### src/rtl/tmr_clksel_reg.sv
module tmr_clksel_reg (
  input  logic       clk,
  input  logic       rst_n,
  input  logic       wr_en,
  input  logic [7:0] wr_data,
  input  logic       osc_ok,
  output logic [7:0] rd_data,
  output logic       pit_src,
  output logic [1:0] wdg_src,
  output logic       pit_restart,
  output logic       wdg_restart
);
  logic pit_q, wsel0_q, wsel1_q;
  logic pit_d, wsel0_d, wsel1_d;
  logic pit_rs_q, wdg_rs_q;

  assign pit_d   = (wr_en ? wr_data[1] : pit_q)   & osc_ok;
  assign wsel0_d = (wr_en ? wr_data[0] : wsel0_q) & osc_ok;
  assign wsel1_d =  wr_en ? wr_data[2] : wsel1_q;

  always_ff @(posedge clk or negedge rst_n) begin
    if (!rst_n) begin
      pit_q    <= 1'b0;
      wsel0_q  <= 1'b0;
      wsel1_q  <= 1'b0;
      pit_rs_q <= 1'b0;
      wdg_rs_q <= 1'b0;
    end else begin
      pit_q    <= pit_d;
      wsel0_q  <= wsel0_d;
      wsel1_q  <= wsel1_d;
      pit_rs_q <= pit_d ^ pit_q;
      wdg_rs_q <= (wsel0_d ^ wsel0_q) & ~wsel1_d;
    end
  end

  assign rd_data     = {5'b0, wsel1_q, pit_q, wsel0_q};
  assign pit_src     = pit_q;
  assign wdg_src     = wsel1_q ? 2'b10 : {1'b0, wsel0_q};
  assign pit_restart = pit_rs_q;
  assign wdg_restart = wdg_rs_q;
endmodule


### config.mk
export PLATFORM = sky130hd
export DESIGN_NAME = tmr_clksel_reg
export DESIGN_NICKNAME = d
export VERILOG_FILES = /design/src/rtl/tmr_clksel_reg.sv
export SDC_FILE = /design/constraint.sdc
export NUM_CORES = 1
export LEC_CHECK = 0
export ABC_CLOCK_PERIOD_IN_PS = 2000
export CAP_MARGIN = 25
export CORE_AREA = 8 8 45 47
export CTS_CLUSTER_DIAMETER = 80
export DETAILED_ROUTE_END_ITERATION = 8
export DIE_AREA = 0 0 53 55
export PLACE_DENSITY = 0.64
export SYNTH_ARGS = -nofsm -noshare
export SYNTH_HDL_FRONTEND = slang
export SYNTH_SLANG_ARGS = --single-unit
### constraint.sdc
create_clock -name clk -period 2 [get_ports clk]
set_input_delay 0.2 -clock clk [delete_from_list [all_inputs] [get_ports clk]]
set_output_delay 0.2 -clock clk [all_outputs]
set_load 0.02 [all_outputs]
==> summary.txt, run 1 <==
Status
  • Status: complete, no violations

Clock tree
  • Hold-fix buffers, CTS: 0
  • H-Tree Depth: 1
  • Gates resized, CTS repair: 0
  • Worst skew pair latency: approximately 0.24 ns
  • Setup repair bufs after CTS: 0
  • Clock Tree Buf Depth: 2
  • TritonCTS clock tree: yes
  • Clock-pin slew of the registers on the worst-case setup and hold paths: ~0.040 ns
  • Number of CTS-inserted buffers: 3
  • Clock root buffer: clkbuf_4
  • Clk sinks: 5

Synthesis
  • Syn_area_per_cell: approximately 10 µm²
  • Yosys reg bits: 5
  • YS warnings: 0
  • Synth Cell Area: between 300 and 400 µm²
  • Sequential area share after synthesis: between 30 and 40%
  • Count of different cell masters after synthesis: 15
  • Post-Syn Instances: 32

Power and ir drop
  • Overall Power: 0.307 mW
  • Leak pwr: 0.201 nW
  • VDD IR max: ~0.00013 V
  • Power per Cell Area: a little under 700 nW/µm²

STA
  • Fin crit share: about four fifths
  • Maximum clock rate: about 0.63 GHz
  • Pins Over Slew Limit: 0
  • Fin Setup TNS: 0 ns
  • Final setup viols: 0
  • Final min period: about 1.6 ns
  • RSZ-0062 raised after global routing: no
  • Clk_skew: slightly below 0.00006 ns
  • Worst setup margin: 0.425 ns
  • Final hold violations: 0

Drt
  • Post-Route WL: 642 µm
  • DRC viols: 0
  • Routed vias: roughly 230
  • Post-route ant nets: 0
  • First-pass DRT Iterations: 2
  • DR top layer: met4
  • Via density: between 3 and 4
  • DRT met1 WL: 228 µm
  • Met3 wire len: around 120 µm
  • DR WL/cell: around 11 µm
  • Met2 wire len: ~270 µm
  • Initial DRC count: 2

Floorplan
  • Core Box Area: between 1000 and 1500 µm²
  • I/O pins: 25
  • Row count: 14
  • Full die area: between 2000 and 3000 µm²
  • Die H: 55 µm
  • Initial Utilization: a little under a quarter
  • Die Wd: 53 µm

Worst setup path
  • Worst Path Max Fanout: 4
  • Required @ worst endpoint: 1.80 ns
  • CP Cell Sequence: nor2b_1 -> clkdlybuf4s50_1
  • WP data arrival: about 1.4 ns
  • Worst path buffer plus inverter count: 1
  • Highest-delay cell along the critical path: clkdlybuf4s50_1
  • CP Class: reg -> out
  • Worst Setup Start Kind: flop
  • Max stage delay on crit path: between 0.6 and 0.7 ns
  • Crit end category: primary output
  • Critical path's top delay family: buffers and inverters

Min path
  • Worst hold path type: in -> async

Global route
  • Grt ovf: 0
  • GRT Util Overall: under 10%
  • Number of global-route vias before repair: approximately 220
  • Largest net degree at the start of global routing: 7
  • First-pass GRT wire length: around 880 µm
  • Initial antenna violation count: 0

Placement
  • PortBufs: 14
  • Dpl hpwl: 530 µm
  • Setup slack at placement: about 0.67 ns
  • GPL Wtd Cong: just over 0.7

Final layout
  • Area of the multi-input gates: approximately 130 µm²
  • Fill count: around 160
  • Antenna Cells: 0
  • Reg area: ~130 µm²
  • Synthesis-to-finish area growth: 38.1%
  • Layout cells sized above 1: 11.4%
  • Final core occ: 32.1%
  • Number of nets in the layout: 57

Run
  • Max cap viols: 0
[Yosys cell counts]
cell type	instances	area share (%)
a21oi_1	1	1.6
nor2b_4	1	4.3
buf_4	9	21
buf_6	1	3.5
conb_1	1	1.2
nor2b_1	1	1.9
mux2i_1	4	12
nor2_1	2	2.3
inv_1	1	1.2
dfrtp_1	5	39
nor3_1	1	1.6
nand3_1	1	1.6
nand2_1	2	2.3
a22o_1	1	2.7
mux2_2	1	3.5
[path summary, 6_finish.rpt]
check                         from           to  slack [ns]  cells past startpoint
max in group asynchronous    rst_n      pit_src        1.64                      1
min in group clk           wsel0_q  wdg_restart        0.53                      1
hold / removal               rst_n  wdg_restart        0.18                      1
setup / recovery           wsel0_q   wdg_src[0]        0.42                      2
hold reg to reg            wsel0_q  wdg_restart        0.53                      1
setup reg to reg           wsel1_q  wdg_restart        1.09                      3
[state kept, by name, summed over array words and instances (netlist names)]
signal	flops
pit_restart	1
pit_src	1
wdg_restart	1
wsel0_q	1
wsel1_q	1
[report_power, final]
group	internal [mW]	switching (mW)	leakage (nW)
Combinational	0.0393	0.0408	0.121
Clock	0.0752	0.0372	0.0150
Sequential	0.109	0.00601	0.0648
Total	0.223	0.0840	0.201
[cell usage in the layout (no fill, tap or decap)]
cell	instances
nor2b_1	1
dfrtp_1	5
nor3_1	1
nand2_1	2
mux2_2	1
a21oi_1	1
nand3_1	1
mux2i_1	4
conb_1	5
clkbuf_1	1
clkbuf_4	3
a22o_1	1
nor2_1	2
clkdlybuf4s50_1	14
nor2b_4	1
inv_1	1
[worst reg2reg max path, cell delays in order (launching register included)]
cell and delay [ns]:
dfrtp_1 0.41, nor3_1 0.23, a21oi_1 0.07, mux2i_1 0.14
[per-stage QoR]
step                hold WS, ns  area (µm²)  cells
floorplan               -0.0956         337     36
finish                    0.178         444     60
CTS                       0.172         444     60
global route              0.178         444     60
global placement          0.431         418     56
detailed placement        0.427         418     56
[logic make-up (layout without fill, tap and decap cells)]
family,Yosys count,after routing,share of synthesized area (%)
AO/OA/AOI/OAI,2,2,4.28
buffers and inverters,11,19,25.7
flip-flops,5,5,38.9
multiplexers,5,5,16.0
other,1,5,1.17
AND/OR/NAND/NOR,8,8,14.0
[metal layers]
layer	vias up	GRT usage [%]
met3	2	2.67
met2	15	5.47
met4	0	7.76
met1	95	4.14
met5	-	0
li1	116	-
[cell type report]
cell class / count / area share, %
timing repair buffer: 14 / 31.5
sequential: 5 / 28.2
multi-input combinational: 20 / 29.0
tap: 16 / 4.51
inverter: 1 / 0.845
clock buffer: 4 / 5.92
Note: power is estimated with default switching activity, not from simulation.
==> inputs of run 2 (changes only) <==
Settings changed: ABC_CLOCK_PERIOD_IN_PS 2000 to 1300, PLACE_DENSITY 0.64 to 0.67.
Clock period 2 ns to 1.3 ns, I/O delays scaled along.
==> run 2 against run 1 <==
  * Via count up 1.8%
  * Clock-buffer cell count did not move
  * Core utilization is 0.18 points lower
  * Clock skew is essentially flat
  * Clock power grew 57%
  * Die area is the same
  * Cell count increased by 1.7%
  * Flip-flop and latch count unchanged
  * Global-route usage rose by 0.55 points
  * Design area down 0.56%
  * Combinational power is 42% higher
  * Critical endpoint unchanged
==> summary.txt, run 2 (synthesis gave the netlist of run 1 again) <==
Final layout
  • Commonest non-fill, non-tap cell in the layout: dlygate4sd2_1
  • Layout cells sized above 1: 13.3% (+2.0 points)
  • Antenna Cells: 0 (unchanged)
  • Number of nets in the layout: 58 (+1.8%)
  • Synthesis-to-finish area growth: 37.4%
  • Commonest cells after routing, fill and taps aside: dlygate4sd2_1 (8), clkdlybuf4s50_1 (6), conb_1 (5), dfrtp_1 (5), mux2i_1 (4)
  • Cell area after layout: 442 µm² (-0.56%)
  • Final core occ: 31.9% (-0.18 points)

STA
  • Fin Setup TNS: 0 ns (unchanged)
  • Clk_skew: 0.0000520 ns (-0.00000572 ns)
  • Fin crit share: between 90% and 100%
  • Worst setup margin: 0.0882 ns (-0.337 ns)
  • Final hold violations: 0 (unchanged)
  • Pins Over Slew Limit: 0 (unchanged)
  • Final setup viols: 0 (unchanged)
  • Maximum clock rate: roughly 0.83 GHz
  • Hold slack: 0.104 ns (-0.0739 ns)
  • RSZ-0062 raised after global routing: no
  • Final min period: roughly 1.2 ns

Power and ir drop
  • VDD IR max: 0.000222 V (+68%)
  • Reg power frac: 37.6% (+0.3 points)
  • Switch share: 28.4% (+1.1 points)
  • Comb power frac: 24.6% (-1.5 points)
  • Power per Cell Area: 1050 nW/µm² (+52%)
  • Clk network pwr share: 37.8% (+1.2 points)
  • Net Sw Power: 0.132 mW (+57%)
  • Leak pwr: 0.232 nW (+15%)
  • Int Pwr: 0.333 mW (+49%)

Floorplan
  • Die Wd: 53 µm (unchanged)
  • Full die area: 2920 µm² (unchanged)
  • Die H: 55 µm (unchanged)
  • I/O pins: 25 (unchanged)
  • Core Box Area: 1380 µm² (unchanged)
  • Initial Utilization: 23.2% (unchanged)
  • Row count: 14 (unchanged)

Min path
  • Worst hold path type: in -> async

Worst setup path
  • Crit end category: primary output
  • Worst Setup Start Kind: flop
  • WP data arrival: 1.08 ns (-0.30 ns)
  • CP Class: reg -> out
  • Required @ worst endpoint: 1.17 ns (-0.63 ns)
  • Worst Path Max Fanout: 5 (+1)

Placement
  • Setup slack at placement: 0.0385 ns (-0.630 ns)
  • Post-place instance area: 425 µm² (+1.8%)
  • GPL Wtd Cong: 0.759 (+5.9%)
  • PortBufs: 14 (unchanged)

Global route
  • First-pass GRT wire length: 1000 µm (+13%)
  • Largest net degree at the start of global routing: 7 (unchanged)
  • Initial antenna violation count: 0 (unchanged)
  • Number of global-route vias before repair: 256 (+15%)
  • GRT Util Overall: 5.10% (+0.55 points)
  • Grt ovf: 0 (unchanged)

Clock tree
  • Clk sinks: 5 (unchanged)
  • Clock Tree Buf Depth: 2 (unchanged)
  • Clock root buffer: clkbuf_4
  • H-Tree Depth: 1 (unchanged)
  • Worst skew pair latency: 0.24 ns (about the same)
  • Gates resized, CTS repair: 8 (+8)
  • Hold-fix buffers, CTS: 0 (unchanged)
  • Number of CTS-inserted buffers: 3 (unchanged)
  • Setup repair bufs after CTS: 0 (unchanged)
  • Clock-pin slew of the registers on the worst-case setup and hold paths: 0.04 ns (about the same)
  • TritonCTS clock tree: yes

Drt
  • Post-Route WL: 661 µm (+3.0%)
  • Routed vias: 232 (+1.8%)
  • DRC viols: 0 (unchanged)
  • Post-route ant nets: 0 (unchanged)
  • Initial DRC count: 0 (-2)
  • DR WL/cell: 10.8 µm (+1.3%)
  • Via density: 3.80 (about the same)
  • First-pass DRT Iterations: 1 (-1)

Run
  • Max cap viols: 0 (unchanged)

Status
  • Status: complete, no violations
run 2: cell count changes in the layout (fill, tap and decap cells not counted), sizes merged:
| cell | delta |
|---|---|
| clkdlybuf4s50 | -8 |
| dlygate4sd2 | +8 |
| buf | +1 |
run 2: worst paths after layout:
kind,startpoint,endpoint,slack [ns],depth (start not counted)
max,wsel1_q,wdg_src[0],0.09,2
min,rst_n,pit_restart,0.10,1
max reg2reg,wsel1_q,wdg_restart,0.41,3
min reg2reg,wsel0_q,wdg_restart,0.58,2
max in group asynchronous,rst_n,wdg_restart,1.02,1
min in group clk,wr_data[0],wdg_restart,0.54,3
run 2: per-layer routing:
metal / wire [µm] / GRT usage [%]
met4: 0 / 7.76
met5: 0 / 0
met3: 85 / 2.67
met1: 280 / 4.75
met2: 295 / 6.64
run 2: power by group through the flow:
stage | Sequential, mW | Combinational (mW) | Clock [mW]
after global routing | 0.176 | 0.123 | 0.204
after CTS | 0.175 | 0.115 | 0.186
after detailed placement | 0.178 | 0.127 | 0
final | 0.175 | 0.114 | 0.176
after floorplan | 0.185 | 0.0820 | 0
after global placement | 0.178 | 0.125 | 0
run 2: layout make-up:
cell class                      count  area, µm²
Fill cell                         153        942
Timing Repair Buffer               15        138
Multi-Input combinational cell     20        129
Sequential cell                     5        125
Clock buffer                        4       26.3
Tap cell                           16       20.0
Inverter                            1       3.75
run 2: stage by stage:
stage          power (mW)  std cells
5_1_grt             0.503         61
4_1_cts             0.476         61
3_3_place_gp        0.303         57
2_1_floorplan       0.267         36
3_5_place_dp        0.305         57
6_report            0.465         61
run 2: critical path: stages, from the launching register on:
cell,delay [ns]
dfrtp_1,0.40
nor2b_1,0.11
dlygate4sd2_1,0.33
==> inputs of run 3 (changes only) <==
Settings changed: ABC_CLOCK_PERIOD_IN_PS 1300 to default, PLACE_DENSITY 0.67 to 0.74.
==> run 3 against run 2 <==
  * Clock skew about the same
  * Cell count unchanged
  * Design area up 1.1%
  * Sequential share of layout area down 0.32 points
  * Die area unchanged
  * Via count up 2.6%
  * Clock-buffer cell count unchanged
  * Maximum frequency up 1.2%
  * First-iteration DRC count up 5
  * Worst hold slack better by 0.0066 ns
  * Combinational power about the same
==> summary.txt, run 3 (synthesis gave the netlist of run 1 again) <==
Status
  • Status: complete, no violations

Power and ir drop
  • VDD IR max: 0.000279 V (+26%)
  • Power per Cell Area: 1040 nW/µm² (-1.3%)
  • Leak pwr: 0.241 nW (+4.1%)

Drt
  • Via density: 3.90 (+2.6%)
  • Routed vias: 238 (+2.6%)
  • DR WL/cell: 10.5 µm (-2.9%)
  • Met3 wire len: 123 µm (+45%)
  • DR top layer: met4
  • Initial DRC count: 5 (+5)
  • DRC viols: 0 (unchanged)
  • Post-route ant nets: 0 (unchanged)
  • DRT met1 WL: 254 µm (-9.3%)
  • First-pass DRT Iterations: 4 (+3)
  • Post-Route WL: 642 µm (-2.9%)
  • Met2 wire len: 236 µm (-20%)

Worst setup path
  • RR Startpoint: wsel1_q
  • Worst Path Max Fanout: 5 (unchanged)
  • Crit end category: primary output
  • WP data arrival: 1.07 ns (about the same)
  • Crit. Startpoint: wsel1_q
  • Required @ worst endpoint: 1.17 ns (about the same)
  • R2r setup slk: 0.39 ns (-0.02 ns)
  • Worst Setup Start Kind: flop
  • FF-to-FF path depth: 3 (unchanged)
  • Worst r2r dst: wdg_restart
  • CP Class: reg -> out

Min path
  • Worst hold path type: in -> async

Clock tree
  • TritonCTS clock tree: yes
  • H-Tree Depth: 1 (unchanged)
  • Clock root buffer: clkbuf_4
  • Clk sinks: 5 (unchanged)
  • Clock Tree Buf Depth: 2 (unchanged)
  • Number of CTS-inserted buffers: 3 (unchanged)
  • Worst skew pair latency: 0.24 ns (about the same)
  • Clock-pin slew of the registers on the worst-case setup and hold paths: 0.04 ns (about the same)
  • Setup repair bufs after CTS: 0 (unchanged)

Final layout
  • Cell area after layout: 447 µm² (+1.1%)
  • Synthesis-to-finish area growth: 38.9%
  • Commonest cells after routing, fill and taps aside: clkdlybuf4s50_1 (6), dlygate4sd2_1 (6), conb_1 (5), dfrtp_1 (5), mux2i_1 (4)
  • Layout cells sized above 1: 13.3% (unchanged)
  • Antenna Cells: 0 (unchanged)
  • Number of nets in the layout: 58 (unchanged)

Placement
  • Dpl hpwl: about 530 µm
  • GPL Wtd Cong: 0.717 (-5.5%)
  • Post-place instance area: 425 µm² (unchanged)
  • PortBufs: 14 (unchanged)

Floorplan
  • Die Wd: 53 µm (unchanged)
  • Core Box Area: 1380 µm² (unchanged)
  • Full die area: 2920 µm² (unchanged)
  • Initial Utilization: 23.2% (unchanged)
  • Die H: 55 µm (unchanged)
  • Row count: 14 (unchanged)
  • I/O pins: 25 (unchanged)

Global route
  • GRT Util Overall: 5.65% (+0.55 points)
  • Largest net degree at the start of global routing: 7 (unchanged)
  • Grt ovf: 0 (unchanged)
  • Number of global-route vias before repair: 235 (-8.2%)
  • First-pass GRT wire length: 966 µm (-3.4%)
  • Initial antenna violation count: 0 (unchanged)

STA
  • Final setup viols: 0 (unchanged)
  • Clk_skew: 0.0000767 ns (+0.0000246 ns)
  • Pins Over Slew Limit: 0 (unchanged)
  • RSZ-0062 raised after global routing: no
  • Maximum clock rate: 0.835 GHz (+1.2%)
  • Fin crit share: 92.1% (-1.1 points)
  • Fin Setup TNS: 0 ns (unchanged)
  • Final min period: 1.20 ns (-0.0146 ns)
  • Final hold violations: 0 (unchanged)

Run
  • Max cap viols: 0 (unchanged)
-- run 3: changes by cell type in the layout (fill, tap and decap cells not counted) --
cell | before | now
clkdlybuf4s15_1 | 0 | 1
dlygate4sd2_1 | 8 | 6
dlymetal6s2s_1 | 0 | 1
-- run 3: worst max path at each step --
stage,to,slack (ns),cells after the start
3_3_place_gp,wdg_src[0],0.05,2
3_5_place_dp,wdg_src[0],0.04,2
6_report,wdg_src[0],0.10,2
4_1_cts,wdg_restart,0.006,1
5_1_grt,wdg_src[0],0.02,2
2_1_floorplan,pit_restart,0.39,2
-- run 3: cell type report --
cell class / count / area [µm²]
timing repair buffer: 15 / 143
sequential: 5 / 125
fill: 152 / 937
inverter: 1 / 3.75
tap: 16 / 20.0
multi-input combinational: 20 / 129
clock buffer: 4 / 26.3
-- run 3: metrics by stage --
step / instances / utilization, % / setup WS [ns] / hold slack (ns) / power (mW)
detailed placement: 57 / 30.7 / 0.0357 / 0.363 / 0.305
global placement: 57 / 30.7 / 0.0467 / 0.360 / 0.303
floorplan: 36 / - / 0.393 / -0.166 / 0.267
finish: 61 / 32.3 / 0.103 / 0.110 / 0.464
global route: 61 / 32.3 / 0.0170 / 0.103 / 0.509
CTS: 61 / 32.0 / 0.00580 / 0.106 / 0.477
-- run 3: per-layer routing --
metal	vias up	global-route usage [%]
met3	2	5.61
met1	100	4.45
met4	0	10.3
met2	20	5.66
li1	116	-
met5	-	0
-- run 3: power breakdown --
part	switching (mW)	internal (mW)
Sequential	0.00822	0.167
Clock	0.0586	0.116
Combinational	0.0634	0.0515
Total	0.130	0.334
-- run 3: what timing repair did --
item	4_1_cts	5_1_grt
hold endpoints to repair	0	0
hold buffers	0	0
endpoints found under the setup margin	7	2
resized for setup	7	2
-- run 3: critical path, cell delays in order, from the launching register on --
cell and delay (ns):
dfrtp_1 0.41, nor2b_1 0.12, clkdlybuf4s15_1 0.30
